--- config.mk ---
export PLATFORM = sky130hd
export DESIGN_NAME = cfgm_write_merge
export DESIGN_NICKNAME = d
export VERILOG_FILES = /design/src/rtl/cfgm_pkg.sv /design/src/rtl/cfgm_be_expand.sv /design/src/rtl/cfgm_merge.sv /design/src/rtl/cfgm_emu_bank.sv /design/src/rtl/cfgm_write_merge.sv
export SDC_FILE = /design/constraint.sdc
export NUM_CORES = 1
export LEC_CHECK = 0
export BUFFER_PORTS_ARGS = -buffer_cell sky130_fd_sc_hd__buf_2
export CORE_ASPECT_RATIO = 1.4
export CORE_UTILIZATION = 55
export CTS_BUF_LIST = sky130_fd_sc_hd__clkbuf_4
export DETAILED_ROUTE_END_ITERATION = 12
export PLACE_DENSITY = 0.78
export SLEW_MARGIN = 20
export SYNTH_ARGS = -nofsm -noshare
export SYNTH_HDL_FRONTEND = slang
export SYNTH_HIERARCHICAL = 1
export SYNTH_SLANG_ARGS = --single-unit
--- constraint.sdc ---
create_clock -name clk_i -period 3.2 [get_ports clk_i]
set_clock_uncertainty 0.2 [all_clocks]
set_input_delay 0.32 -clock clk_i [delete_from_list [all_inputs] [get_ports clk_i]]
set_output_delay 0.32 -clock clk_i [all_outputs]
set_load 0.005 [all_outputs]
--- src/rtl/cfgm_pkg.sv ---
package cfgm_pkg;
  localparam int DW   = 16;
  localparam int NREG = 4;
  localparam int SW   = $clog2(NREG);
  localparam int BW   = DW / 8;

  typedef struct packed {
    logic [DW-1:0] init;
    logic [DW-1:0] res;
    logic [DW-1:0] ro;
    logic [DW-1:0] w1c;
    logic [DW-1:0] emu;
  } attr_t;

  // index order is the decode order of the caller
  function automatic attr_t attr_of(input int idx);
    attr_t a;
    a = '0;
    case (idx)
      0: begin a.res = 16'h0007; a.ro = 16'h06F8; a.w1c = 16'hF900; a.emu = 16'h0010; end
      1: begin a.res = 16'hFFC0; a.ro = 16'h0030; a.w1c = 16'h000F; end
      2: begin a.ro = 16'h3FFF; a.w1c = 16'hC000; end
      3: begin a.init = 16'h0008; a.res = 16'h00F0; a.ro = 16'h610C;
               a.w1c = 16'h8000; a.emu = 16'h810B; end
      default: a = '0;
    endcase
    return a;
  endfunction
endpackage

--- src/rtl/cfgm_be_expand.sv ---
module cfgm_be_expand #(
  parameter int DW = 16,
  localparam int BW = DW / 8
) (
  input  logic [BW-1:0] be_i,
  output logic [DW-1:0] mask_o
);
  for (genvar b = 0; b < BW; b++) begin : g_lane
    assign mask_o[b*8 +: 8] = {8{be_i[b]}};
  end
endmodule

--- src/rtl/cfgm_merge.sv ---
module cfgm_merge
  import cfgm_pkg::*;
(
  input  attr_t         attr_i,
  input  logic [DW-1:0] valid_i,
  input  logic [DW-1:0] wdata_i,
  input  logic [DW-1:0] old_i,
  input  logic [DW-1:0] dev_i,
  output logic [DW-1:0] emu_next_o,
  output logic [DW-1:0] fwd_o
);
  logic [DW-1:0] emu_wr, thru;

  always_comb begin
    emu_wr     = attr_i.emu & ~attr_i.ro & valid_i;
    thru       = valid_i & ~(attr_i.emu | attr_i.ro | attr_i.res);
    emu_next_o = (wdata_i & emu_wr) | (old_i & ~emu_wr);
    // w1c bits outside the written lanes must never echo back a 1
    fwd_o      = (wdata_i & thru) | (dev_i & ~attr_i.w1c & ~thru);
  end
endmodule

--- src/rtl/cfgm_emu_bank.sv ---
module cfgm_emu_bank
  import cfgm_pkg::*;
(
  input  logic          clk_i,
  input  logic          rst_ni,
  input  logic          we_i,
  input  logic [SW-1:0] wsel_i,
  input  logic [DW-1:0] wdata_i,
  input  logic [SW-1:0] rsel_a_i,
  input  logic [SW-1:0] rsel_b_i,
  output logic [DW-1:0] rdata_a_o,
  output logic [DW-1:0] rdata_b_o
);
  logic [DW-1:0] q [NREG];

  for (genvar i = 0; i < NREG; i++) begin : g_reg
    localparam attr_t A = attr_of(i);
    always_ff @(posedge clk_i or negedge rst_ni) begin
      if (!rst_ni)                          q[i] <= A.init;
      else if (we_i && wsel_i == SW'(i))    q[i] <= wdata_i;
    end

    // bits outside the emulate mask never move
    a_r2_nonemu_hold: assert property (@(posedge clk_i) disable iff (!rst_ni)
      $stable(q[i] & ~A.emu));
    // without a write the copy holds
    a_r9_idle_hold: assert property (@(posedge clk_i) disable iff (!rst_ni)
      !we_i |=> $stable(q[i]));
  end

  assign rdata_a_o = q[rsel_a_i];
  assign rdata_b_o = q[rsel_b_i];
endmodule

--- src/rtl/cfgm_write_merge.sv ---
module cfgm_write_merge
  import cfgm_pkg::*;
(
  input  logic          clk_i,
  input  logic          rst_ni,
  input  logic          wr_valid_i,
  input  logic [SW-1:0] wr_sel_i,
  input  logic [BW-1:0] wr_be_i,
  input  logic [DW-1:0] wr_data_i,
  input  logic [DW-1:0] dev_val_i,
  input  logic [SW-1:0] rd_sel_i,
  output logic [DW-1:0] emu_val_o,
  output logic          fwd_valid_o,
  output logic [SW-1:0] fwd_sel_o,
  output logic [DW-1:0] fwd_data_o
);
  logic [DW-1:0] valid_mask, old_val, emu_next, fwd_next;
  attr_t         attr;

  assign attr = attr_of(int'(wr_sel_i));

  cfgm_be_expand #(.DW(DW)) u_be (
    .be_i   (wr_be_i),
    .mask_o (valid_mask)
  );

  cfgm_emu_bank u_bank (
    .clk_i     (clk_i),
    .rst_ni    (rst_ni),
    .we_i      (wr_valid_i),
    .wsel_i    (wr_sel_i),
    .wdata_i   (emu_next),
    .rsel_a_i  (wr_sel_i),
    .rsel_b_i  (rd_sel_i),
    .rdata_a_o (old_val),
    .rdata_b_o (emu_val_o)
  );

  cfgm_merge u_merge (
    .attr_i     (attr),
    .valid_i    (valid_mask),
    .wdata_i    (wr_data_i),
    .old_i      (old_val),
    .dev_i      (dev_val_i),
    .emu_next_o (emu_next),
    .fwd_o      (fwd_next)
  );

  always_ff @(posedge clk_i or negedge rst_ni) begin
    if (!rst_ni) begin
      fwd_valid_o <= 1'b0;
      fwd_sel_o   <= '0;
      fwd_data_o  <= '0;
    end else begin
      fwd_valid_o <= wr_valid_i;
      if (wr_valid_i) begin
        fwd_sel_o  <= wr_sel_i;
        fwd_data_o <= fwd_next;
      end
    end
  end

  a_r6_strobe_follows: assert property (@(posedge clk_i) disable iff (!rst_ni)
    wr_valid_i |=> fwd_valid_o && fwd_sel_o == $past(wr_sel_i));
  a_r9_no_spurious: assert property (@(posedge clk_i) disable iff (!rst_ni)
    !wr_valid_i |=> !fwd_valid_o);
  a_r5_w1c_safe: assert property (@(posedge clk_i) disable iff (!rst_ni)
    wr_valid_i && wr_be_i == '0 |=> (fwd_data_o & attr_of(int'(fwd_sel_o)).w1c) == '0);
  a_r4_full_write_thru: assert property (@(posedge clk_i) disable iff (!rst_ni)
    wr_valid_i && wr_be_i == '1 |=>
      ((fwd_data_o ^ $past(wr_data_i)) & ~(attr_of(int'(fwd_sel_o)).emu |
        attr_of(int'(fwd_sel_o)).ro | attr_of(int'(fwd_sel_o)).res)) == '0);
endmodule

# Word level (Yosys, flattened, before mapping)
# Index checks and enable logic that the tools add are counted.
# op_classes
n_lt_le_gt_ge	2
n_div	0
n_mul	0
muxes	9
n_shift	0
add_sub_neg	0
bitwise_logic	19
n_reduce_logical	5
n_eq_ne	3
# ops
operator	count
$and A16 B16 Y16	8
$pmux W32 S4	1
$not A16 Y16	5
$bmux W16 S2	2
$mux W16	4
$or A16 B16 Y16	4
$pmux W16 S3	1
$pmux W16 S2	1
$ge A3 B3 Y1 const B	2
$not A2 Y3	2
$eq A2 B2 Y1 const B	2
$logic_and A1 B1 Y1	4
$eq A2 B1 Y1 const B	1
$logic_not A2 Y1	1
# totals
input_bits	41
register_bits	83
word_cells	45
mem_bits_rw	0
mem_count	0
rom_bits	0
latchBits	0

# Longest topological paths before layout
# logic_depth
ltp_word	9
mapped_depth	5
mapped_depth_nobuf	4

# Modules after synthesis
# Netlist, hierarchy kept.
# modules_own_cells
mod	cells_per_inst	n_inst	area_per_inst_um2	seq_area_each_um2
cfgm_emu_bank	176	1	3175.5	1602.8
cfgm_merge	80	1	820.8	0.0
cfgm_write_merge	49	1	794.5	475.5
cfgm_be_expand	16	1	120.1	0.0

# Worst setup path after synthesis
# Ideal clock, no wire load.
# synth_timing
path_type	input -> register
startpoint	input port wr_sel_i[0]
endpoint	register u_bank/q[52] in the netlist's numbering
slack_ps	1072
arrival_ps	1804
setup_time_ps	125
cell_stages	5
cell_sequence	buf_2 > buf_4 > mux4_2 > mux2_2 > mux2_2
# synth_via
elab_cells_between_ends	18
# synth_rtl
item	line	rtl
start, declared	cfgm_write_merge.sv:7	input logic [SW-1:0] wr_sel_i,
$not A2 Y3 (not written as such)	cfgm_emu_bank.sv:31	assign rdata_a_o = q[rsel_a_i];
$bmux W16 S2	cfgm_emu_bank.sv:31	
$mux W16 (not written as such) (2 in a row)	cfgm_emu_bank.sv:31	
via old_val[4]	cfgm_write_merge.sv:17	logic [DW-1:0] valid_mask, old_val, emu_next, fwd_next;
$and A16 B16 Y16	cfgm_merge.sv:17	emu_next_o = (wdata_i & emu_wr) | (old_i & ~emu_wr);
$or A16 B16 Y16	cfgm_merge.sv:17	
via emu_next[4]	cfgm_write_merge.sv:17	
end signal, assigned by index	cfgm_emu_bank.sv:19	if (!rst_ni) q[i] <= A.init;
end signal, assigned by index	cfgm_emu_bank.sv:20	else if (we_i && wsel_i == SW'(i)) q[i] <= wdata_i;
end, declared	cfgm_emu_bank.sv:14	logic [DW-1:0] q [NREG];
# The timed path passes the listed nets, and every way through them passes these cells. The select of a mux whose other input is x is not followed.
# A chain may end at the register's enable or synchronous reset.

# Final worst setup path
# layout_timing
startpoint	input port rd_sel_i[0]
endpoint	output port emu_val_o[10]
# layout_via
elab_chain_len	4
# layout_lines
item	line	rtl
start, declared	cfgm_write_merge.sv:11	input logic [SW-1:0] rd_sel_i,
$not A2 Y3 (not written as such)	cfgm_emu_bank.sv:32	assign rdata_b_o = q[rsel_b_i];
$bmux W16 S2	cfgm_emu_bank.sv:32	
$mux W16 (not written as such) (2 in a row)	cfgm_emu_bank.sv:32	
end, declared	cfgm_write_merge.sv:12	output logic [DW-1:0] emu_val_o,
# No other way between the ends. The select of a mux whose other input is x is not followed.

==> flow_metrics.py <==
metrics = {
    "die": {
        "ios": 76,
        "dieHeight_um": 114,
        "die_x_um": 81.9,
        "die_area_um2": 9320,
        "start_util": 0.570,
        "fp-row-count": 40,
        "core-area_um2": 8610,
    },
    "logic_synthesis": {
        "synth_area_leaders": "dfrtp_1, mux2_2, mux4_2",
        "yosys.area.top_type": "dfrtp_1",
        "async_reset_ff_frac": 1.00,
        "yosysTopAreaCellShare": 0.418,
        "ys.flop_type": "dfrtp_1",
        "synth-warning-count": 6,
        "synth_edf_count": 0,
        "syn_inst": 321,
        "ys_seq_area_frac": 0.423,
        "syn_area_um2": 4910,
        "yosysUniqueCellTypes": 24,
        "ys_seq_elements": 83,
        "syn_avg_cell_area_um2": 15.3,
    },
    "place": {
        "hpwl_um": 7350,
        "numPortBuffers": 75,
        "dpl_worst_slack_ps": 698,
        "globalplace.congestion": 0.747,
    },
    "setup_path": {
        "cp.arrival_ps": 1610,
        "crit_required_ps": 2680,
        "cp-start-kind": "input port",
        "cp_max_fo": 16,
        "worstSetupPathType": "input port to output port",
        "worst_setup_path_end_kind": "output port",
    },
    "sta": {
        "finalCritPeriodShare": 0.667,
        "setup_violations": 0,
        "tightest_slew_ps": 904,
        "min_period_ps": 2130,
        "grt_setup_unrepaired": "false",
        "slew_violations": 0,
        "hold_violations": 0,
        "fin_setup_tns_ps": 0,
        "maxSlewHeadroom": 0.395,
        "fin_ws_ps": 1070,
        "max_freq_mhz": 469,
    },
    "global_route": {
        "grt_use_total": 0.251,
        "overflow": 0,
        "grt_max_degree": 84,
        "antenna_found_initial": 0,
        "grt_pass1_vias": 3293,
        "grt_pass1_wl_um": 17000,
    },
    "outcome": {
        "outcome": "finished, final reports clean",
    },
    "clock_network": {
        "post_cts_buffers": 0,
        "path_clk_slew_ps": 130,
        "postCtsResizedCells": 0,
        "cts_buffer_depth": 2,
        "cts_tree": "built",
        "clkSinkCount": 83,
        "clkLatencyLatePin_ps": 430,
        "cts_buffers": 9,
        "cts_root_buf": "clkbuf_4",
        "htree_levels": 3,
    },
    "finish": {
        "antennaDiodeCount": 0,
        "num-fill-cells": 681,
        "area_delta_synth_final_pct": 13.6,
        "drive_above_1_share": 0.602,
        "nets": 458,
        "layout_commonest_cell": "mux2_2",
        "final_cell_mix": "mux2_2, dfrtp_1, buf_2",
    },
    "pwr": {
        "p_total_uw": 3690,
        "leakage_uw": 0.00258,
        "ir_drop_mv": 0.390,
        "p_per_area_nw_per_um2": 661,
    },
    "detailed_routing": {
        "first_iter_violations": 231,
        "drc_errors": 0,
        "drt-total-wl_um": 10600,
        "avgViaCountPerCell": 5.85,
        "final_antenna_net_count": 0,
        "firstDrtPassIters": 4,
        "vias": 3084,
        "wl_per_cell_um": 20.2,
    },
    "flow_run": {
        "maxCapViolCount": 0,
    },
    "hold_path": {
        "hold_path_class": "input port to flop",
    },
}
## critical path, stage by stage
cell and delay [ps]:
buf_2 510, mux4_2 620, buf_2 150
## synth_stat cells, types with 2 or more instances
| master | number |
|---|---|
| mux2_2 | 88 |
| dfrtp_1 | 82 |
| mux4_2 | 32 |
| buf_4 | 19 |
| nor2b_1 | 18 |
| mux2_1 | 16 |
| nand3b_1 | 16 |
| nor4b_2 | 16 |
| mux2_4 | 10 |
| buf_2 | 5 |
| clkbuf_1 | 4 |
| buf_6 | 2 |
| nand3b_2 | 2 |
## timing repair
action                     4_1_cts  5_1_grt
setup endpoints to repair        0        0
hold endpoints to repair        82        0
hold buffers                     1        0
## per-stage QoR
step / utilization / hold slack (ps) / area, um2 / cells
after floorplan: - / -176 / 5020 / 349
after global placement: 0.625 / 283 / 5380 / 510
after detailed placement: 0.625 / 290 / 5380 / 510
after CTS: 0.647 / 14.1 / 5570 / 527
after global routing: 0.648 / 20.8 / 5580 / 527
final: 0.648 / 41.4 / 5580 / 527
## logic make-up (layout without fill, tap and decap cells)
group | count (synthesis) | in the layout | share of synthesized area
buffers and inverters | 33 | 106 | 0.0494
AND/OR/NAND/NOR | 58 | 58 | 0.111
multiplexers | 146 | 146 | 0.416
flip-flops | 83 | 83 | 0.423
other | 1 | 29 | 0.000764
## power breakdown
| part | internal, uW | switching, uW |
|---|---|---|
| registers | 1430 | 265 |
| clock network | 400 | 366 |
| logic | 791 | 431 |
| total | 2620 | 1060 |
## flip-flops by register name, summed over array words and instances (netlist names)
signal	count
fwd_data_o	16
fwd_sel_o	2
u_bank/q	64
fwd_valid_o	1
## metal layers
layer	up-vias	wire (um)	share of wire	track usage
met3	21	458	0.043	0.0472
met4	0	268	0.025	0.111
met5	-	0	0	0
met2	90	5530	0.52	0.413
met1	1599	4380	0.41	0.318
li1	1374	-	-	-
## final timing paths
check | slack (ps) | end | from | cells past startpoint
setup reg to reg | 1420 | u_bank/q[7]$_DFFE_PN0P_ | u_bank/q[7]$_DFFE_PN0P_ | 3
setup / recovery | 1070 | emu_val_o[10] | rd_sel_i[0] | 3
max in group asynchronous | 2010 | fwd_data_o[6]$_DFFE_PN0P_ | rst_ni | 2
hold / removal | 40 | fwd_data_o[7]$_DFFE_PN0P_ | wr_data_i[7] | 3
min in group asynchronous | 280 | fwd_data_o[1]$_DFFE_PN0P_ | rst_ni | 2
hold reg to reg | 310 | fwd_data_o[9]$_DFFE_PN0P_ | fwd_data_o[9]$_DFFE_PN0P_ | 1
## final cells by class
class	count	area, um2	area share
timing repair buffer	89	489	0.0877
clock inverter	6	104	0.0186
inverter	1	3.75	0.000673
multi-input combinational	233	2700	0.483
clock buffer	10	75.1	0.0135
sequential	83	2080	0.373
tap	105	131	0.0236
Note: power is estimated with default switching activity, not from simulation.
